**config.mk**
```make
export PLATFORM = sky130hd
export DESIGN_NAME = recfg_port_bridge
export DESIGN_NICKNAME = d
export VERILOG_FILES = /design/src/rtl/recfg_bridge_pkg.sv /design/src/rtl/bridge_ctrl_regs.sv /design/src/rtl/bridge_port_fsm.sv /design/src/rtl/bridge_rd_mux.sv /design/src/rtl/recfg_port_bridge.sv
export SDC_FILE = /design/constraint.sdc
export NUM_CORES = 1
export LEC_CHECK = 0
export ABC_AREA = 1
export BUFFER_PORTS_ARGS = -buffer_cell sky130_fd_sc_hd__buf_2
export CORE_MARGIN = 2
export CORE_UTILIZATION = 51
export DETAILED_ROUTE_END_ITERATION = 8
export PLACE_DENSITY_LB_ADDON = 0.25
export SLEW_MARGIN = 20
export SYNTH_ARGS = -nofsm -noshare
export SYNTH_HDL_FRONTEND = slang
export SYNTH_SLANG_ARGS = --single-unit
```
**constraint.sdc**
```tcl
create_clock -name clk_i -period 1.9 [get_ports clk_i]
set_input_delay 0.19 -clock clk_i [delete_from_list [all_inputs] [get_ports clk_i]]
set_output_delay 0.19 -clock clk_i [all_outputs]
set_load 0.02 [all_outputs]
```
**src/rtl/recfg_bridge_pkg.sv**
```systemverilog
package recfg_bridge_pkg;
  localparam int unsigned OFS_RESET   = 'h40;
  localparam int unsigned OFS_CLKSEL  = 'h44;
  localparam int unsigned OFS_CMD     = 'h70;
  localparam int unsigned OFS_STATUS  = 'h74;

  localparam int unsigned PORT_DW     = 16;
  localparam int unsigned CMD_SEL_BIT = 29;
  localparam int unsigned CMD_RD_BIT  = 28;
  localparam int unsigned CMD_ADR_LSB = 16;
  localparam int unsigned STAT_BUSY   = 16;
endpackage

```
**src/rtl/bridge_ctrl_regs.sv**
```systemverilog
module bridge_ctrl_regs #(
  parameter int unsigned SEL_W = 2
) (
  input  logic             clk_i,
  input  logic             rst_ni,
  input  logic             wr_rst_i,
  input  logic             wr_sel_i,
  input  logic [31:0]      wdata_i,
  output logic [1:0]       rst_bits_o,
  output logic [SEL_W-1:0] sel_o
);
  logic [1:0]       rst_q;
  logic [SEL_W-1:0] sel_q;

  always_ff @(posedge clk_i or negedge rst_ni) begin
    if (!rst_ni) begin
      rst_q <= '0;
      sel_q <= '0;
    end else begin
      if (wr_rst_i) rst_q <= wdata_i[1:0];
      if (wr_sel_i) sel_q <= wdata_i[SEL_W-1:0];
    end
  end

  assign rst_bits_o = rst_q;
  assign sel_o      = sel_q;
endmodule

```
**src/rtl/bridge_port_fsm.sv**
```systemverilog
module bridge_port_fsm
  import recfg_bridge_pkg::*;
#(
  parameter int unsigned PORT_AW = 7
) (
  input  logic               clk_i,
  input  logic               rst_ni,
  input  logic               cmd_wr_i,
  input  logic [31:0]        wdata_i,
  output logic [PORT_AW-1:0] port_addr_o,
  output logic [PORT_DW-1:0] port_wdata_o,
  output logic               port_en_o,
  output logic               port_we_o,
  input  logic [PORT_DW-1:0] port_rdata_i,
  input  logic               port_rdy_i,
  output logic               busy_o,
  output logic [PORT_DW-1:0] cap_o
);
  logic               busy_q, en_q, we_q, rd_q;
  logic [PORT_AW-1:0] addr_q;
  logic [PORT_DW-1:0] di_q, cap_q;
  logic               accept;

  // select bit gates launch; busy drops anything else
  assign accept = cmd_wr_i && wdata_i[CMD_SEL_BIT] && !busy_q;

  always_ff @(posedge clk_i or negedge rst_ni) begin
    if (!rst_ni) begin
      busy_q <= 1'b0;
      en_q   <= 1'b0;
      we_q   <= 1'b0;
      rd_q   <= 1'b0;
      addr_q <= '0;
      di_q   <= '0;
      cap_q  <= '0;
    end else begin
      en_q <= 1'b0;
      if (accept) begin
        busy_q <= 1'b1;
        en_q   <= 1'b1;
        rd_q   <= wdata_i[CMD_RD_BIT];
        we_q   <= !wdata_i[CMD_RD_BIT];
        addr_q <= wdata_i[CMD_ADR_LSB +: PORT_AW];
        di_q   <= wdata_i[PORT_DW-1:0];
      end else if (busy_q && port_rdy_i) begin
        busy_q <= 1'b0;
        if (rd_q) cap_q <= port_rdata_i;
      end
    end
  end

  assign port_addr_o  = addr_q;
  assign port_wdata_o = di_q;
  assign port_en_o    = en_q;
  assign port_we_o    = en_q && we_q;
  assign busy_o       = busy_q;
  assign cap_o        = cap_q;
endmodule

```
**src/rtl/bridge_rd_mux.sv**
```systemverilog
module bridge_rd_mux
  import recfg_bridge_pkg::*;
#(
  parameter int unsigned HOST_AW = 8,
  parameter int unsigned SEL_W   = 2
) (
  input  logic               clk_i,
  input  logic               rst_ni,
  input  logic               rd_en_i,
  input  logic [HOST_AW-1:0] addr_i,
  input  logic [1:0]         rst_bits_i,
  input  logic [SEL_W-1:0]   sel_i,
  input  logic               busy_i,
  input  logic [PORT_DW-1:0] cap_i,
  output logic [31:0]        rdata_o
);
  logic [31:0] rd_d, rd_q;

  always_comb begin
    rd_d = '0;
    if (addr_i == HOST_AW'(OFS_RESET))       rd_d[1:0]         = rst_bits_i;
    else if (addr_i == HOST_AW'(OFS_CLKSEL)) rd_d[SEL_W-1:0]   = sel_i;
    else if (addr_i == HOST_AW'(OFS_STATUS)) begin
      rd_d[STAT_BUSY]   = busy_i;
      rd_d[PORT_DW-1:0] = cap_i;
    end
  end

  always_ff @(posedge clk_i or negedge rst_ni) begin
    if (!rst_ni)      rd_q <= '0;
    else if (rd_en_i) rd_q <= rd_d;
  end

  assign rdata_o = rd_q;
endmodule

```
**src/rtl/recfg_port_bridge.sv**
```systemverilog
module recfg_port_bridge
  import recfg_bridge_pkg::*;
#(
  parameter int unsigned HOST_AW = 8,
  parameter int unsigned PORT_AW = 7,
  parameter int unsigned SEL_W   = 2
) (
  input  logic               clk_i,
  input  logic               rst_ni,
  input  logic               wr_en_i,
  input  logic               rd_en_i,
  input  logic [HOST_AW-1:0] addr_i,
  input  logic [31:0]        wdata_i,
  output logic [31:0]        rdata_o,
  output logic               blk_rstn_o,
  output logic               synth_en_o,
  output logic [SEL_W-1:0]   clk_sel_o,
  output logic [PORT_AW-1:0] port_addr_o,
  output logic [PORT_DW-1:0] port_wdata_o,
  output logic               port_en_o,
  output logic               port_we_o,
  input  logic [PORT_DW-1:0] port_rdata_i,
  input  logic               port_rdy_i
);
  logic               wr_rst, wr_sel, wr_cmd;
  logic [1:0]         rst_bits;
  logic               busy;
  logic [PORT_DW-1:0] cap_data;

  assign wr_rst = wr_en_i && (addr_i == HOST_AW'(OFS_RESET));
  assign wr_sel = wr_en_i && (addr_i == HOST_AW'(OFS_CLKSEL));
  assign wr_cmd = wr_en_i && (addr_i == HOST_AW'(OFS_CMD));

  bridge_ctrl_regs #(.SEL_W(SEL_W)) u_regs (
    .clk_i      (clk_i),
    .rst_ni     (rst_ni),
    .wr_rst_i   (wr_rst),
    .wr_sel_i   (wr_sel),
    .wdata_i    (wdata_i),
    .rst_bits_o (rst_bits),
    .sel_o      (clk_sel_o)
  );

  bridge_port_fsm #(.PORT_AW(PORT_AW)) u_fsm (
    .clk_i        (clk_i),
    .rst_ni       (rst_ni),
    .cmd_wr_i     (wr_cmd),
    .wdata_i      (wdata_i),
    .port_addr_o  (port_addr_o),
    .port_wdata_o (port_wdata_o),
    .port_en_o    (port_en_o),
    .port_we_o    (port_we_o),
    .port_rdata_i (port_rdata_i),
    .port_rdy_i   (port_rdy_i),
    .busy_o       (busy),
    .cap_o        (cap_data)
  );

  bridge_rd_mux #(.HOST_AW(HOST_AW), .SEL_W(SEL_W)) u_rd (
    .clk_i      (clk_i),
    .rst_ni     (rst_ni),
    .rd_en_i    (rd_en_i),
    .addr_i     (addr_i),
    .rst_bits_i (rst_bits),
    .sel_i      (clk_sel_o),
    .busy_i     (busy),
    .cap_i      (cap_data),
    .rdata_o    (rdata_o)
  );

  assign blk_rstn_o = rst_bits[0];
  // synthesizer stays off until the block leaves reset
  assign synth_en_o = rst_bits[0] && rst_bits[1];
endmodule

```
==> flow_summary.yaml, run 1 <==
outcome:
  outcome: "completed"
worst_hold_path:
  worstHoldPathCells: 3
  holdCritPathClass: "primary input to register"
drt:
  wl_met3_um: 493
  via_per_inst: 4.47
  wire_per_inst_um: 11.3
  vias: 2168
  wirelength_um: 5480
  post-route-drc-count: 0
  antenna_left: 0
  wl_met1_um: 2300
  met2_length_um: 2620
  routed.top_layer: "met4"
  firstDrtPassIters: 4
  drtIter0Drc: 111
setup_path:
  cp_common_cell: "nand2_1"
  r2r_cells: 7
  worst_path_max_delay_cell: "dfrtp_1"
  max_stage_delay_ns: 0.38
  crit_cells: 7
  cp-end-kind: "register"
  start_kind: "register"
  crit_family: "simple AND/OR/NAND/NOR gates"
  critPathRequiredTime_ns: 2.17
  cp_cell_sequence: "inv_1 > nand3_1 > nor2_4 > nand2_4 > inv_6 > nand2_1 > nand2_1"
  cp.arrival_ns: 1.70
  worstPathMaxFanout: 31
  crit_type: "register to register"
  path_buf_inv: 2
yosys:
  synth_area_um2: 2850
  synth.area.mux_share: 0.00790
  yosysUniqueCellTypes: 25
  ys_ff_latch: 64
  synth_xor_area_frac: 0
  synthAdderAreaFrac: 0
  synth_top_family_by_area: "simple AND/OR/NAND/NOR gates"
  yosysSeqAreaShare: 0.562
  synth-simple-area-share: 0.228
  synth_compound_area_frac: 0.0847
  synth_warnings: 0
  syn_inst: 305
  syn_avg_cell_area_um2: 9.35
clocking:
  tritoncts: "yes"
  root_buffer: "clkbuf_8"
  cts.sinks: 64
  insertion_delay_ns: 0.33
  htree_levels: 3
  cts_buffers: 9
  clockBufferDepth: 2
  post_cts_buffers: 0
  clk_pin_slew_worst_paths_ns: 0.07
timing:
  worstMarginPinSlew_ns: 0.565
  max_freq_mhz: 699
  slew-limit-headroom: 0.623
  period_share: 0.753
  finalCriticalPeriod_ns: 1.43
  skew_ns: 0.00655
  setup_tns_ns: 0
  rsz0062_at_grt: "no"
  slew_violations: 0
  finalSetupViolations: 0
  finalHoldViolCount: 0
final_layout:
  stdcell_area_um2: 3490
  nNetsFinal: 469
  layout-drive-gt1-share: 0.390
  diodes: 0
  fillerInstances: 497
  regArea_um2: 1600
  multi_input_area_um2: 970
  syn_to_final_growth_pct: 22.6
die:
  coreArea_um2: 5440
  die_w_um: 78.8
  die_area_um2: 6210
  rows: 27
  chipHeight_um: 78.8
  start_util: 0.524
  io_pins: 122
global_routing:
  grt_usage: 0.193
  grt_pass1_wl_um: 9190
  grt_pass1_vias: 2049
  grt_max_degree: 42
  overflow: 0
  antenna_found_initial: 0
flow_run:
  max-cap-violations: 0
placed_design:
  hpwlAfterDp_um: 3970
  place_area_um2: 3320
  portBuffers: 99
  gp_congestion: 0.805
power_and_ir_drop:
  power.total_w: 0.00265
  peakVddDrop_mv: 0.531
  p_per_area_nw_per_um2: 757
  p_leak_nw: 2.10
-- where the power goes --
part	internal, W	switching, W	total, W
registers	0.00141	0.0000195	0.00143
clock network	0.000466	0.000498	0.000963
logic	0.0000873	0.000163	0.000250
-- Yosys cell counts, drive strengths merged --
cell type	n	area (um2)
buf	24	200
nor2	24	126
clkbuf	1	3.75
o21ai	24	161
nand2	106	460
conb	1	3.75
mux2	2	22.5
nand3	10	62.6
dfrtp	64	1600
inv	32	125
clkinv	1	3.75
a21oi	16	80.1
-- flip-flops by register name (all words and copies together), names as in the netlist --
name and flops:
u_fsm.port_addr_o 7, u_fsm.cap_o 16, u_regs.rst_bits_o 2, u_fsm.port_wdata_o 16
u_fsm.port_en_o 1, u_fsm.busy_o 1, u_rd.rdata_o 17, u_fsm.rd_q 1
u_regs.sel_o 2, u_fsm.we_q 1
-- tightest hold or removal path: cells and delay by family --
kind,cells,cell delay [ns]
buffers and inverters,1,0.08
and+or+nand+nor,2,0.08
-- path summary, 6_finish.rpt --
path                                                      endpoint  slack [ns]                    startpoint
worst max-delay path            u_fsm.port_wdata_o[10]$_DFFE_PN0P_        0.47      u_fsm.busy_o$_DFFE_PN0P_
worst min-delay path              u_fsm.port_addr_o[1]$_DFFE_PN0P_        0.05                   wdata_i[17]
worst max register to register  u_fsm.port_wdata_o[10]$_DFFE_PN0P_        0.47      u_fsm.busy_o$_DFFE_PN0P_
worst min register to register        u_rd.rdata_o[14]$_DFFE_PN0P_        0.47  u_rd.rdata_o[14]$_DFFE_PN0P_
max in group asynchronous                 u_fsm.busy_o$_DFFE_PN0P_        0.91                        rst_ni
min in group asynchronous        u_fsm.port_wdata_o[3]$_DFFE_PN0P_        0.38                        rst_ni
-- timing repair --
item | in CTS | in global routing
gates resized for setup | 0 | 0
hold endpoints to repair | 23 | 0
hold buffers | 1 | 0
-- cell usage in the layout (no fill, tap or decap), types with 2 or more instances in the layout --
cell and instances:
clkbuf_8 9, nor2_1 19, buf_2 99, clkinv_2 4
nand3_1 9, conb_1 15, o21ai_1 5, nor2_2 2
nor2_4 2, nand2_2 22, inv_1 30, a21oi_1 16
nand2_1 83, mux2_2 2, buf_4 2, o21ai_2 11
o21ai_0 8, dfrtp_1 64
-- layer usage --
metal	GRT usage	vias to the layer above
met1	0.242	973
met5	0	-
met2	0.299	77
li1	-	1112
met3	0.0750	6
met4	0.0842	0
-- layout make-up --
| class | instances | share of cell area |
|---|---|---|
| flip-flops and latches | 64 | 0.458 |
| multi-input cells | 197 | 0.277 |
| repair buffers | 103 | 0.155 |
| inverters | 33 | 0.0369 |
| clock buffers | 10 | 0.0365 |
| well taps | 72 | 0.0258 |
| clock inverters | 6 | 0.0104 |
-- through the flow --
step / util / std cells / setup slack [ns] / hold WS [ns]
floorplan: - / 319 / 0.779 / -0.106
detailed placement: 0.611 / 468 / 0.471 / 0.221
global route: 0.643 / 485 / 0.276 / 0.0453
CTS: 0.643 / 485 / 0.456 / 0.0419
global placement: 0.611 / 468 / 0.480 / 0.214
finish: 0.643 / 485 / 0.470 / 0.0548
-- cells by family (layout without fill, tap and decap cells) --
family          after synthesis  after routing
flops                        64             64
compound gates               40             40
mux                           2              2
simple gates                140            140
buf+inv                      58            152
other cells                   1             15
(Power assumes the default switching activity.)
==> run 2, diff against run 1 <==
CORE_UTILIZATION = 47   (was 51)
clock period = 1.4 ns   (was 1.9 ns; I/O delays follow)
==> flow_summary.yaml, run 2 (same netlist as run 1, synthesis figures left out) <==
die:
  start_util: 0.484
  die_w_um: 81.9
  rows: 28
  chipHeight_um: 81.9
  die_area_um2: 6710
  io_pins: 122
  coreArea_um2: 5890
setup_path:
  r2r_cells: 7
  rrSetupSlack_ns: 0.1
  timing.rr.end: "u_fsm.port_wdata_o[11]$_DFFE_PN0P_"
  crit_type: "register to register"
  start_kind: "register"
  critPathRequiredTime_ns: 1.62
  cp-end-kind: "register"
  r2r_start: "u_fsm.busy_o$_DFFE_PN0P_"
  worstPathMaxFanout: 17
  cp.arrival_ns: 1.52
clocking:
  cts_buffers: 9
  clk_pin_slew_worst_paths_ns: 0.07
  cts.sinks: 64
  htree_levels: 3
  insertion_delay_ns: 0.33
  post_cts_buffers: 0
  tritoncts: "yes"
  root_buffer: "clkbuf_8"
  clockBufferDepth: 2
placed_design:
  gp_congestion: 0.730
  portBuffers: 99
  dp_cells: 474
  place_ws_ns: 0.0614
  hpwlAfterDp_um: 4140
worst_hold_path:
  min-delay-start: "wdata_i[17]"
  holdCritPathClass: "primary input to register"
  holdPathEnd: "u_fsm.port_addr_o[1]$_DFFE_PN0P_"
  worstHoldPathCells: 3
power_and_ir_drop:
  p_sw_frac: 0.238
  p_int_w: 0.00293
  p_per_area_nw_per_um2: 1040
  power_switching_w: 0.000912
  clockPowerShare: 0.394
  peakVddDrop_mv: 0.588
  power.total_w: 0.00384
  pwr-share-comb: 0.099
  p_leak_nw: 2.17
  power_frac_seq: 0.507
drt:
  vias: 2282
  firstDrtPassIters: 4
  wirelength_um: 5960
  wire_per_inst_um: 11.9
  antenna_left: 0
  post-route-drc-count: 0
  drtIter0Drc: 117
  via_per_inst: 4.54
final_layout:
  final_cell_mix: "buf_2 (99), nand2_1 (83), dfrtp_1 (64)"
  syn_to_final_growth_pct: 29.8
  diodes: 0
  multi_input_area_um2: 978
  fillerInstances: 519
  largest_reg_flops: 17
  regArea_um2: 1600
  nNetsFinal: 485
  final_cells: 503
  final_common_cell: "buf_2"
  layout-drive-gt1-share: 0.379
timing:
  skew_ns: 0.00677
  finalCriticalPeriod_ns: 1.30
  max_freq_mhz: 769
  period_share: 0.929
  finalHoldViolCount: 0
  slew_violations: 0
  finalSetupViolations: 0
  setup_tns_ns: 0
  fin_ws_ns: 0.0997
global_routing:
  grt_max_degree: 27
  overflow: 0
  antenna_found_initial: 0
  grt_pass1_wl_um: 9650
  grt_usage: 0.191
  grt_pass1_vias: 2244
outcome:
  outcome: "completed"
flow_run:
  max-cap-violations: 0
## run 2: cell count changes in the layout (fill, tap and decap cells not counted), sizes merged
| cell | before | now |
|---|---|---|
| bufinv | 0 | 1 |
| buf | 102 | 105 |
| dlygate4sd3 | 1 | 14 |
| clkbuf | 10 | 12 |
| clkinv | 6 | 2 |
## run 2: worst max-delay path, stage by stage (launching register included)
cell and delay, ns:
dfrtp_1 0.38, inv_1 0.10, nand3_1 0.12, nor2_4 0.16, nand2_8 0.12, buf_6 0.18
nand2_1 0.07, nand2_1 0.05
## run 2: through the flow
step / hold slack (ns) / utilization / area, um2
after floorplan: -0.156 / - / 2900
after global placement: 0.0804 / 0.571 / 3360
after detailed placement: 0.0783 / 0.571 / 3360
after CTS: 0.000685 / 0.626 / 3690
after global routing: 0.00343 / 0.629 / 3700
final: 0.0164 / 0.629 / 3700
## run 2: power by group through the flow
stage / clock network (W) / logic, W / registers (W)
after floorplan: 0 / 0.000174 / 0.00200
after global placement: 0 / 0.000345 / 0.00198
after detailed placement: 0 / 0.000355 / 0.00198
after CTS: 0.00156 / 0.000385 / 0.00194
after global routing: 0.00164 / 0.000428 / 0.00195
final: 0.00151 / 0.000381 / 0.00194
## run 2: layer usage
metal | global-route usage | wire [um] | share of wire
met4 | 0.0850 | 89 | 0.015
met1 | 0.222 | 2550 | 0.43
met5 | 0 | 0 | 0
met2 | 0.324 | 2890 | 0.48
met3 | 0.0560 | 430 | 0.072
## run 2: repair_timing
action                     4_1_cts  5_1_grt
hold endpoints to repair        26        0
hold buffers                    14        0
gates resized for setup          0        3
setup endpoints to repair        0       21
## run 2: area by class of cell
class	instances	share of cell area
Clock buffer	12	0.0392
Clock inverter	3	0.0115
Inverter	33	0.0355
Multi-Input combinational cell	197	0.264
Sequential cell	64	0.433
Tap cell	75	0.0253
Timing Repair Buffer	119	0.192
## run 2: worst max path at each step
stage                        startpoint                            endpoint  slack, ns  depth (start not counted)
2_1_floorplan  u_fsm.busy_o$_DFFE_PN0P_              u_fsm.rd_q$_DFFE_PN0P_       0.28                          7
3_3_place_gp   u_fsm.busy_o$_DFFE_PN0P_    u_fsm.port_addr_o[1]$_DFFE_PN0P_       0.09                          7
3_5_place_dp   u_fsm.busy_o$_DFFE_PN0P_    u_fsm.port_addr_o[2]$_DFFE_PN0P_       0.06                          7
4_1_cts        u_fsm.busy_o$_DFFE_PN0P_   u_fsm.port_wdata_o[6]$_DFFE_PN0P_       0.06                          7
5_1_grt        u_fsm.busy_o$_DFFE_PN0P_  u_fsm.port_wdata_o[11]$_DFFE_PN0P_      -0.01                          7
6_report       u_fsm.busy_o$_DFFE_PN0P_  u_fsm.port_wdata_o[11]$_DFFE_PN0P_        0.1                          7
